[src/rtl/regbank_pkg.sv]
package regbank_pkg;
   localparam int BYTE_W = 8;
   localparam int WORD_W = 16;
   typedef logic [BYTE_W-1:0] byte_t;
   typedef logic [WORD_W-1:0] word_t;
   typedef enum logic [1:0] {S_PTR, S_HI, S_LO, S_SKIP} wseq_e;
endpackage

[src/rtl/regbank_wr_seq.sv]
module regbank_wr_seq
   import regbank_pkg::*;
#(
   parameter int ADDR_W = 6
) (
   input  logic              clk,
   input  logic              rst_n,
   input  logic              bus_start,
   input  logic              bus_stop,
   input  logic              byte_vld,
   input  logic              rw_bit,
   input  byte_t             byte_in,
   output logic              wr_fire,
   output logic [ADDR_W-1:0] wr_addr,
   output logic              wr_first,
   output word_t             wr_val,
   output logic [ADDR_W-1:0] base_addr
);
   wseq_e             st_q;
   logic [ADDR_W-1:0] off_q;
   byte_t             hi_q;
   logic              wr_byte;
   logic              ptr_ok;

   assign wr_byte = byte_vld && !rw_bit && !bus_start && !bus_stop;
   assign ptr_ok  = (byte_in[BYTE_W-1:ADDR_W] == '0);

   always_ff @(posedge clk) begin
      if (!rst_n) begin
         st_q      <= S_PTR;
         base_addr <= '0;
         off_q     <= '0;
         hi_q      <= '0;
      end else if (bus_start || bus_stop) begin
         st_q <= S_PTR;
      end else if (wr_byte) begin
         unique case (st_q)
            S_PTR: begin
               if (ptr_ok) begin
                  base_addr <= byte_in[ADDR_W-1:0];
                  off_q     <= '0;
                  st_q      <= S_HI;
               end else begin
                  st_q <= S_SKIP;
               end
            end
            S_HI: begin
               hi_q <= byte_in;
               st_q <= S_LO;
            end
            S_LO: begin
               off_q <= off_q + 1'b1;
               st_q  <= S_HI;
            end
            default: st_q <= S_SKIP;
         endcase
      end
   end

   assign wr_fire  = wr_byte && (st_q == S_LO) && (hi_q[7:6] != 2'b01);
   assign wr_addr  = base_addr + off_q;
   assign wr_first = (off_q == '0);
   assign wr_val   = {hi_q, byte_in};
endmodule

[src/rtl/regbank_store.sv]
module regbank_store
   import regbank_pkg::*;
#(
   parameter int ADDR_W    = 6,
   parameter int CH_N      = 16,
   parameter int VC_N      = 2,
   parameter int VC_BASE   = 18,
   parameter int MISC_N    = 4,
   parameter int MISC_BASE = 60,
   parameter int DATA_W    = 10,
   parameter int WP_REG    = 0,
   parameter int WP_BIT    = 15
) (
   input  logic              clk,
   input  logic              rst_n,
   input  logic              wr_fire,
   input  logic [ADDR_W-1:0] wr_addr,
   input  logic              wr_first,
   input  word_t             wr_val,
   input  logic [ADDR_W-1:0] rd_addr,
   output word_t             rd_val
);
   localparam int NARROW_N = CH_N + VC_N;
   localparam int SLOT_N   = NARROW_N + MISC_N;

   logic [SLOT_N-1:0] hit;
   word_t             val [SLOT_N];

   for (genvar i = 0; i < NARROW_N; i++) begin : g_narrow
      localparam logic [ADDR_W-1:0] SLOT_A =
         (i < CH_N) ? ADDR_W'(i) : ADDR_W'(VC_BASE + i - CH_N);
      logic [DATA_W-1:0] q;
      always_ff @(posedge clk) begin
         if (!rst_n)                             q <= '0;
         else if (wr_fire && wr_addr == SLOT_A)  q <= wr_val[DATA_W-1:0];
      end
      assign hit[i] = (rd_addr == SLOT_A);
      assign val[i] = {{(WORD_W-DATA_W){1'b0}}, q};
   end

   for (genvar j = 0; j < MISC_N; j++) begin : g_misc
      localparam logic [ADDR_W-1:0] SLOT_A = ADDR_W'(MISC_BASE + j);
      word_t q;
      if (j == WP_REG) begin : g_guard
         word_t nxt;
         always_comb begin
            nxt = wr_val;
            if (!wr_first) nxt[WP_BIT] = q[WP_BIT];
         end
         always_ff @(posedge clk) begin
            if (!rst_n)                             q <= '0;
            else if (wr_fire && wr_addr == SLOT_A)  q <= nxt;
         end
      end else begin : g_plain
         always_ff @(posedge clk) begin
            if (!rst_n)                             q <= '0;
            else if (wr_fire && wr_addr == SLOT_A)  q <= wr_val;
         end
      end
      assign hit[NARROW_N+j] = (rd_addr == SLOT_A);
      assign val[NARROW_N+j] = q;
   end

   always_comb begin
      rd_val = '0;
      for (int k = 0; k < SLOT_N; k++) begin
         if (hit[k]) rd_val = val[k];
      end
   end
endmodule

[src/rtl/regbank_rd_port.sv]
module regbank_rd_port
   import regbank_pkg::*;
(
   input  logic  clk,
   input  logic  rst_n,
   input  logic  bus_start,
   input  logic  bus_stop,
   input  logic  byte_vld,
   input  logic  rw_bit,
   input  word_t rd_val,
   output logic  rd_phase,
   output byte_t rd_byte
);
   always_ff @(posedge clk) begin
      if (!rst_n)                       rd_phase <= 1'b0;
      else if (bus_start || bus_stop)   rd_phase <= 1'b0;
      else if (byte_vld && rw_bit)      rd_phase <= !rd_phase;
   end

   assign rd_byte = rd_phase ? rd_val[BYTE_W-1:0] : rd_val[WORD_W-1:BYTE_W];
endmodule

[src/rtl/regbank_seq.sv]
module regbank_seq
   import regbank_pkg::*;
#(
   parameter int ADDR_W    = 6,
   parameter int CH_N      = 16,
   parameter int VC_N      = 2,
   parameter int VC_BASE   = 18,
   parameter int MISC_N    = 4,
   parameter int MISC_BASE = 60,
   parameter int DATA_W    = 10,
   parameter int WP_REG    = 0,
   parameter int WP_BIT    = 15
) (
   input  logic       clk,
   input  logic       rst_n,
   input  logic       bus_start,
   input  logic       bus_stop,
   input  logic       byte_vld,
   input  logic [7:0] byte_in,
   input  logic       rw_bit,
   output logic [7:0] rd_byte,
   output logic       ack_out
);
   localparam int ADDR_SPAN = 1 << ADDR_W;

   initial begin
      if (ADDR_W < 1 || ADDR_W > BYTE_W - 1)
         $fatal(1, "ADDR_W must leave a zero field in the pointer byte");
      if (DATA_W < 1 || DATA_W > WORD_W)
         $fatal(1, "DATA_W out of range");
      if (VC_BASE < CH_N || VC_BASE + VC_N > MISC_BASE)
         $fatal(1, "register ranges overlap");
      if (MISC_BASE + MISC_N > ADDR_SPAN)
         $fatal(1, "aux range exceeds address space");
      if (WP_REG >= MISC_N || WP_BIT >= WORD_W)
         $fatal(1, "protect bit outside aux space");
   end

   logic              wr_fire;
   logic [ADDR_W-1:0] wr_addr;
   logic              wr_first;
   word_t             wr_val;
   logic [ADDR_W-1:0] rd_addr;
   word_t             rd_val;
   logic              rd_phase;

   regbank_wr_seq #(.ADDR_W(ADDR_W)) u_seq (
      .clk(clk), .rst_n(rst_n), .bus_start(bus_start), .bus_stop(bus_stop),
      .byte_vld(byte_vld), .rw_bit(rw_bit), .byte_in(byte_in),
      .wr_fire(wr_fire), .wr_addr(wr_addr), .wr_first(wr_first),
      .wr_val(wr_val), .base_addr(rd_addr)
   );

   regbank_store #(
      .ADDR_W(ADDR_W), .CH_N(CH_N), .VC_N(VC_N), .VC_BASE(VC_BASE),
      .MISC_N(MISC_N), .MISC_BASE(MISC_BASE), .DATA_W(DATA_W),
      .WP_REG(WP_REG), .WP_BIT(WP_BIT)
   ) u_store (
      .clk(clk), .rst_n(rst_n), .wr_fire(wr_fire), .wr_addr(wr_addr),
      .wr_first(wr_first), .wr_val(wr_val), .rd_addr(rd_addr), .rd_val(rd_val)
   );

   regbank_rd_port u_rd (
      .clk(clk), .rst_n(rst_n), .bus_start(bus_start), .bus_stop(bus_stop),
      .byte_vld(byte_vld), .rw_bit(rw_bit), .rd_val(rd_val),
      .rd_phase(rd_phase), .rd_byte(rd_byte)
   );

   always_ff @(posedge clk) begin
      if (!rst_n) ack_out <= 1'b0;
      else        ack_out <= byte_vld && !rw_bit;
   end
endmodule

[config.mk]
export PLATFORM = sky130hd
export DESIGN_NAME = regbank_seq
export DESIGN_NICKNAME = d
export VERILOG_FILES = /design/src/rtl/regbank_pkg.sv /design/src/rtl/regbank_wr_seq.sv /design/src/rtl/regbank_store.sv /design/src/rtl/regbank_rd_port.sv /design/src/rtl/regbank_seq.sv
export SDC_FILE = /design/constraint.sdc
export NUM_CORES = 1
export LEC_CHECK = 0
export BUFFER_PORTS_ARGS = -buffer_cell sky130_fd_sc_hd__buf_2
export CAP_MARGIN = 20
export CORE_MARGIN = 3
export CORE_UTILIZATION = 25
export DETAILED_ROUTE_END_ITERATION = 16
export PLACE_DENSITY = 0.41
export SLEW_MARGIN = 0
export SYNTH_ARGS = -nofsm -noshare
export SYNTH_HDL_FRONTEND = slang
export SYNTH_SLANG_ARGS = --single-unit
[constraint.sdc]
create_clock -name clk -period 3 [get_ports clk]
set_input_delay 0.3 -clock clk [delete_from_list [all_inputs] [get_ports clk]]
set_output_delay 0.3 -clock clk [all_outputs]
set_load 0.02 [all_outputs]
==> impl_metrics.csv <==
group,metric,value,unit
yosys,synth_nets,1420,
die,die_y,235,µm
min_path,hp-start,"byte_in[4]",
global_route,grt-ovfl-total,0,
die,core,51600,µm²
timing,hold_slack,0.0247,ns
power_and_ir_drop,p_leak,6.90,nW
detailed_routing,vias_per_cell,4.92,
worst_setup_path,reg2reg_to,"u_store.g_narrow[2].q[1]$_SDFFE_PN0P_",
global_route,grt_max_degree,115,
yosys,synth_top_area_share,41.0,%
timing,worstMarginPinSlew,0.640,ns
yosys,ys_seq_area_share,41.0,%
timing,fmax,315,MHz
power_and_ir_drop,swShare,23.3,%
min_path,hold_depth,3,
final_layout,area_delta_synth_final,29.1,%
timing,slew_headroom,57.3,%
power_and_ir_drop,seq_power_share,46.3,%
power_and_ir_drop,p_comb_share,3.4,%
min_path,worstHoldEndpoint,"u_seq.base_addr[4]$_SDFFE_PN0P_",
yosys,synthesis.area,13100,µm²
yosys,syn_inst,1398,
worst_setup_path,cp_slowest_stage_delay,0.57,ns
clock_tree,cts_tree,"yes",
timing,fin_crit_sh,106,%
final_layout,num-nets-final,1527,
worst_setup_path,worstPathRequired,2.70,ns
detailed_routing,drc_errors,0,
placement,postPlaceCellArea,14700,µm²
global_route,grtUsageTotal,17.0,%
clock_tree,cts-root-buf,"clkbuf_16",
timing,fin_worst_skew,0.0201,ns
power_and_ir_drop,p_switching,1.79,mW
worst_setup_path,worstPathMaxFanout,12,
die,rows,83,
clock_tree,clock_latency,0.58,ns
placement,dpl.hpwl,30.7,mm
worst_setup_path,endpoint_kind,"output pin",
power_and_ir_drop,irDropWorstVdd,0.372,mV
die,die_x,235,µm
detailed_routing,wl,48.4,mm
die,dieArea,55200,µm²
worst_setup_path,path_common_cell,"buf_4",
detailed_routing,ant_nets,0,
global_route,grt_pass1_vias,11200,
flow_run,drv_cap,0,
timing,finalHoldViolations,0,
timing,slew_viol_final,0,
worst_setup_path,cp.arrival,2.87,ns
detailed_routing,wire_per_inst,21.9,µm
final_layout,final_cell_area,16900,µm²
placement,gp_congestion,0.915,
yosys,synth_edf_count,0,
global_route,grt_pass1_wl,72.7,mm
worst_setup_path,reg2reg_depth,11,
timing,fin_crit,3.17,ns
detailed_routing,num_vias,10900,
clock_tree,path_clk_slew,0.07,ns
global_route,grt_antenna_before_repair,0,
timing,tns,-0.943,ns
yosys,syn_area_per_cell,9.37,µm²
final_layout,fill_cells,5296,
status,status,"complete, but fails checks",
clock_tree,cts_buffers,31,
status,violations,"setup timing",
die,num_io_pins,23,
placement,port_buffers,22,
yosys,ys_warn_count,0,
power_and_ir_drop,p_total,7.68,mW
yosys,synthArstFlopShare,0,%
timing,rsz0062_at_grt,"yes",
yosys,synth_commonest_cells,"nand2_1, mux2i_1, dfxtp_1",
detailed_routing,dr.pass1.iters,5,
worst_setup_path,r2r_slack,0.11,ns
yosys,synth_area_leaders,"dfxtp_1, mux2i_1, nand2_1",
power_and_ir_drop,intPower,5.89,mW
final_layout,n_antenna_cell,0,
worst_setup_path,crit_type,"flop to output pin",
yosys,yosysTopAreaCell,"dfxtp_1",
timing,worst_slack,-0.174,ns
worst_setup_path,startpoint_type,"flop",
die,start_util,25.4,%
yosys,ys_ff_latch,268,
power_and_ir_drop,pwr_density_cell,454,nW/µm²
timing,setup_viol,8,
clock_tree,clock-sinks,268,
clock_tree,htreeDepth,1,
worst_setup_path,cp_slowest_cell,"or4b_4",
yosys,dominantRegCellSynth,"dfxtp_1",
clock_tree,clockBufferDepth,3,
placement,place_ws,0.0776,ns
yosys,synth_cell_types,78,
final_layout,drive_above_1_share,25.1,%
yosys,yosysMostFrequentCell,"nand2_1",
worst_setup_path,worstReg2RegStart,"u_seq.base_addr[1]$_SDFFE_PN0P_",
detailed_routing,drtIter0Drc,816,
min_path,hp-class,"input pin to flop",
worst_setup_path,path_cells,"buf_12 -> or4b_4 -> or2_4 -> buf_8 -> buf_4 -> o221ai_1 -> o221ai_2 -> a211oi_2 -> buf_4",
power_and_ir_drop,power_frac_clock,50.3,%
## worst max-delay path by stage
stage,end,slack (ns),depth (start not counted),start
finish,rd_byte[4],-0.17,9,u_seq.base_addr[3]$_SDFFE_PN0P_
global route,rd_byte[4],-0.26,9,u_seq.base_addr[1]$_SDFFE_PN0P_
CTS,rd_byte[2],-0.26,8,u_seq.base_addr[5]$_SDFFE_PN0P_
detailed placement,u_store.g_narrow[14].q[2]$_SDFFE_PN0P_,0.08,10,u_seq.base_addr[0]$_SDFFE_PN0P_
global placement,rd_byte[2],0.07,9,u_seq.base_addr[4]$_SDFFE_PN0P_
floorplan,rd_byte[5],0.26,7,u_seq.base_addr[2]$_SDFFE_PN0P_
## stage by stage
stage                     util, %  cells
after global routing         32.8   2208
after floorplan                 -   1398
after global placement       28.5   2102
after detailed placement     28.5   2102
after CTS                    32.3   2195
final                        32.8   2208
## placed cells by master (no fill, tap or decap), drive strengths merged, types with 14 or more instances in the layout
cell type	synthesis	layout
nand2	306	306
mux2i	280	280
dfxtp	268	268
buf	48	188
nor2	64	64
clkbuf	76	48
a21oi	34	34
o21ai	32	32
nand3	24	26
mux2	19	19
mux4	17	17
nor2b	14	14
## cell families (layout without fill, tap and decap cells)
| kind of cell | after synthesis | after routing | share of synthesized area (%) |
|---|---|---|---|
| fa+ha+maj | 8 | 8 | 0.821 |
| simple gates | 494 | 496 | 17.4 |
| mux | 316 | 316 | 25.9 |
| flops | 268 | 268 | 41.0 |
| compound gates | 169 | 169 | 8.94 |
| xor+xnor | 11 | 11 | 0.793 |
| buf+inv | 132 | 260 | 5.17 |
## sequential cells by signal, indices dropped and copies added (netlist names)
register / count
ack_out: 1
u_seq.hi_q: 8
u_store.g_misc.q: 64
u_seq.off_q: 6
u_rd.rd_phase: 1
u_seq.base_addr: 6
u_store.g_narrow.q: 180
u_seq.st_q: 2
## area by class of cell
| type | count | area, µm² | area share [%] |
|---|---|---|---|
| well taps | 680 | 851 | 5.03 |
| inverters | 8 | 30.0 | 0.178 |
| flip-flops and latches | 268 | 5380 | 31.8 |
| clock buffers | 45 | 948 | 5.61 |
| repair buffers | 196 | 2020 | 12.0 |
| clock inverters | 11 | 97.6 | 0.577 |
| multi-input cells | 1000 | 7580 | 44.8 |
## per-layer routing
metal	up-vias	global-route usage [%]	wire, µm
li1	5148	-	-
met4	0	5.25	1590
met5	-	0	0
met2	244	28.3	22600
met1	5397	22.8	22100
met3	76	2.57	2090
## worst max-delay path, delay by kind of cell (launching register included)
kind / cells / cell delay [ns]
AO/OA/AOI/OAI: 3 / 0.50
buffers and inverters: 4 / 0.60
flip-flops: 1 / 0.34
AND/OR/NAND/NOR: 2 / 0.85
## repair_timing
item / 4_1_cts / 5_1_grt
buffers inserted: 34 / 10
endpoints found under the hold margin: 5 / 0
hold buffers: 4 / 0
cloned: 3 / 4
resized for setup: 114 / 42
pin swaps: 39 / 24
endpoints found under the setup margin: 8 / 194
## power by group through the flow
stage               registers (mW)  clock network, mW  logic, mW
finish                        3.56               3.86      0.260
global route                  3.56               4.10      0.277
CTS                           3.56               3.98      0.257
detailed placement            3.64                  0      0.237
global placement              3.64                  0      0.238
floorplan                     3.64                  0      0.124
(Power assumes the default switching activity.)
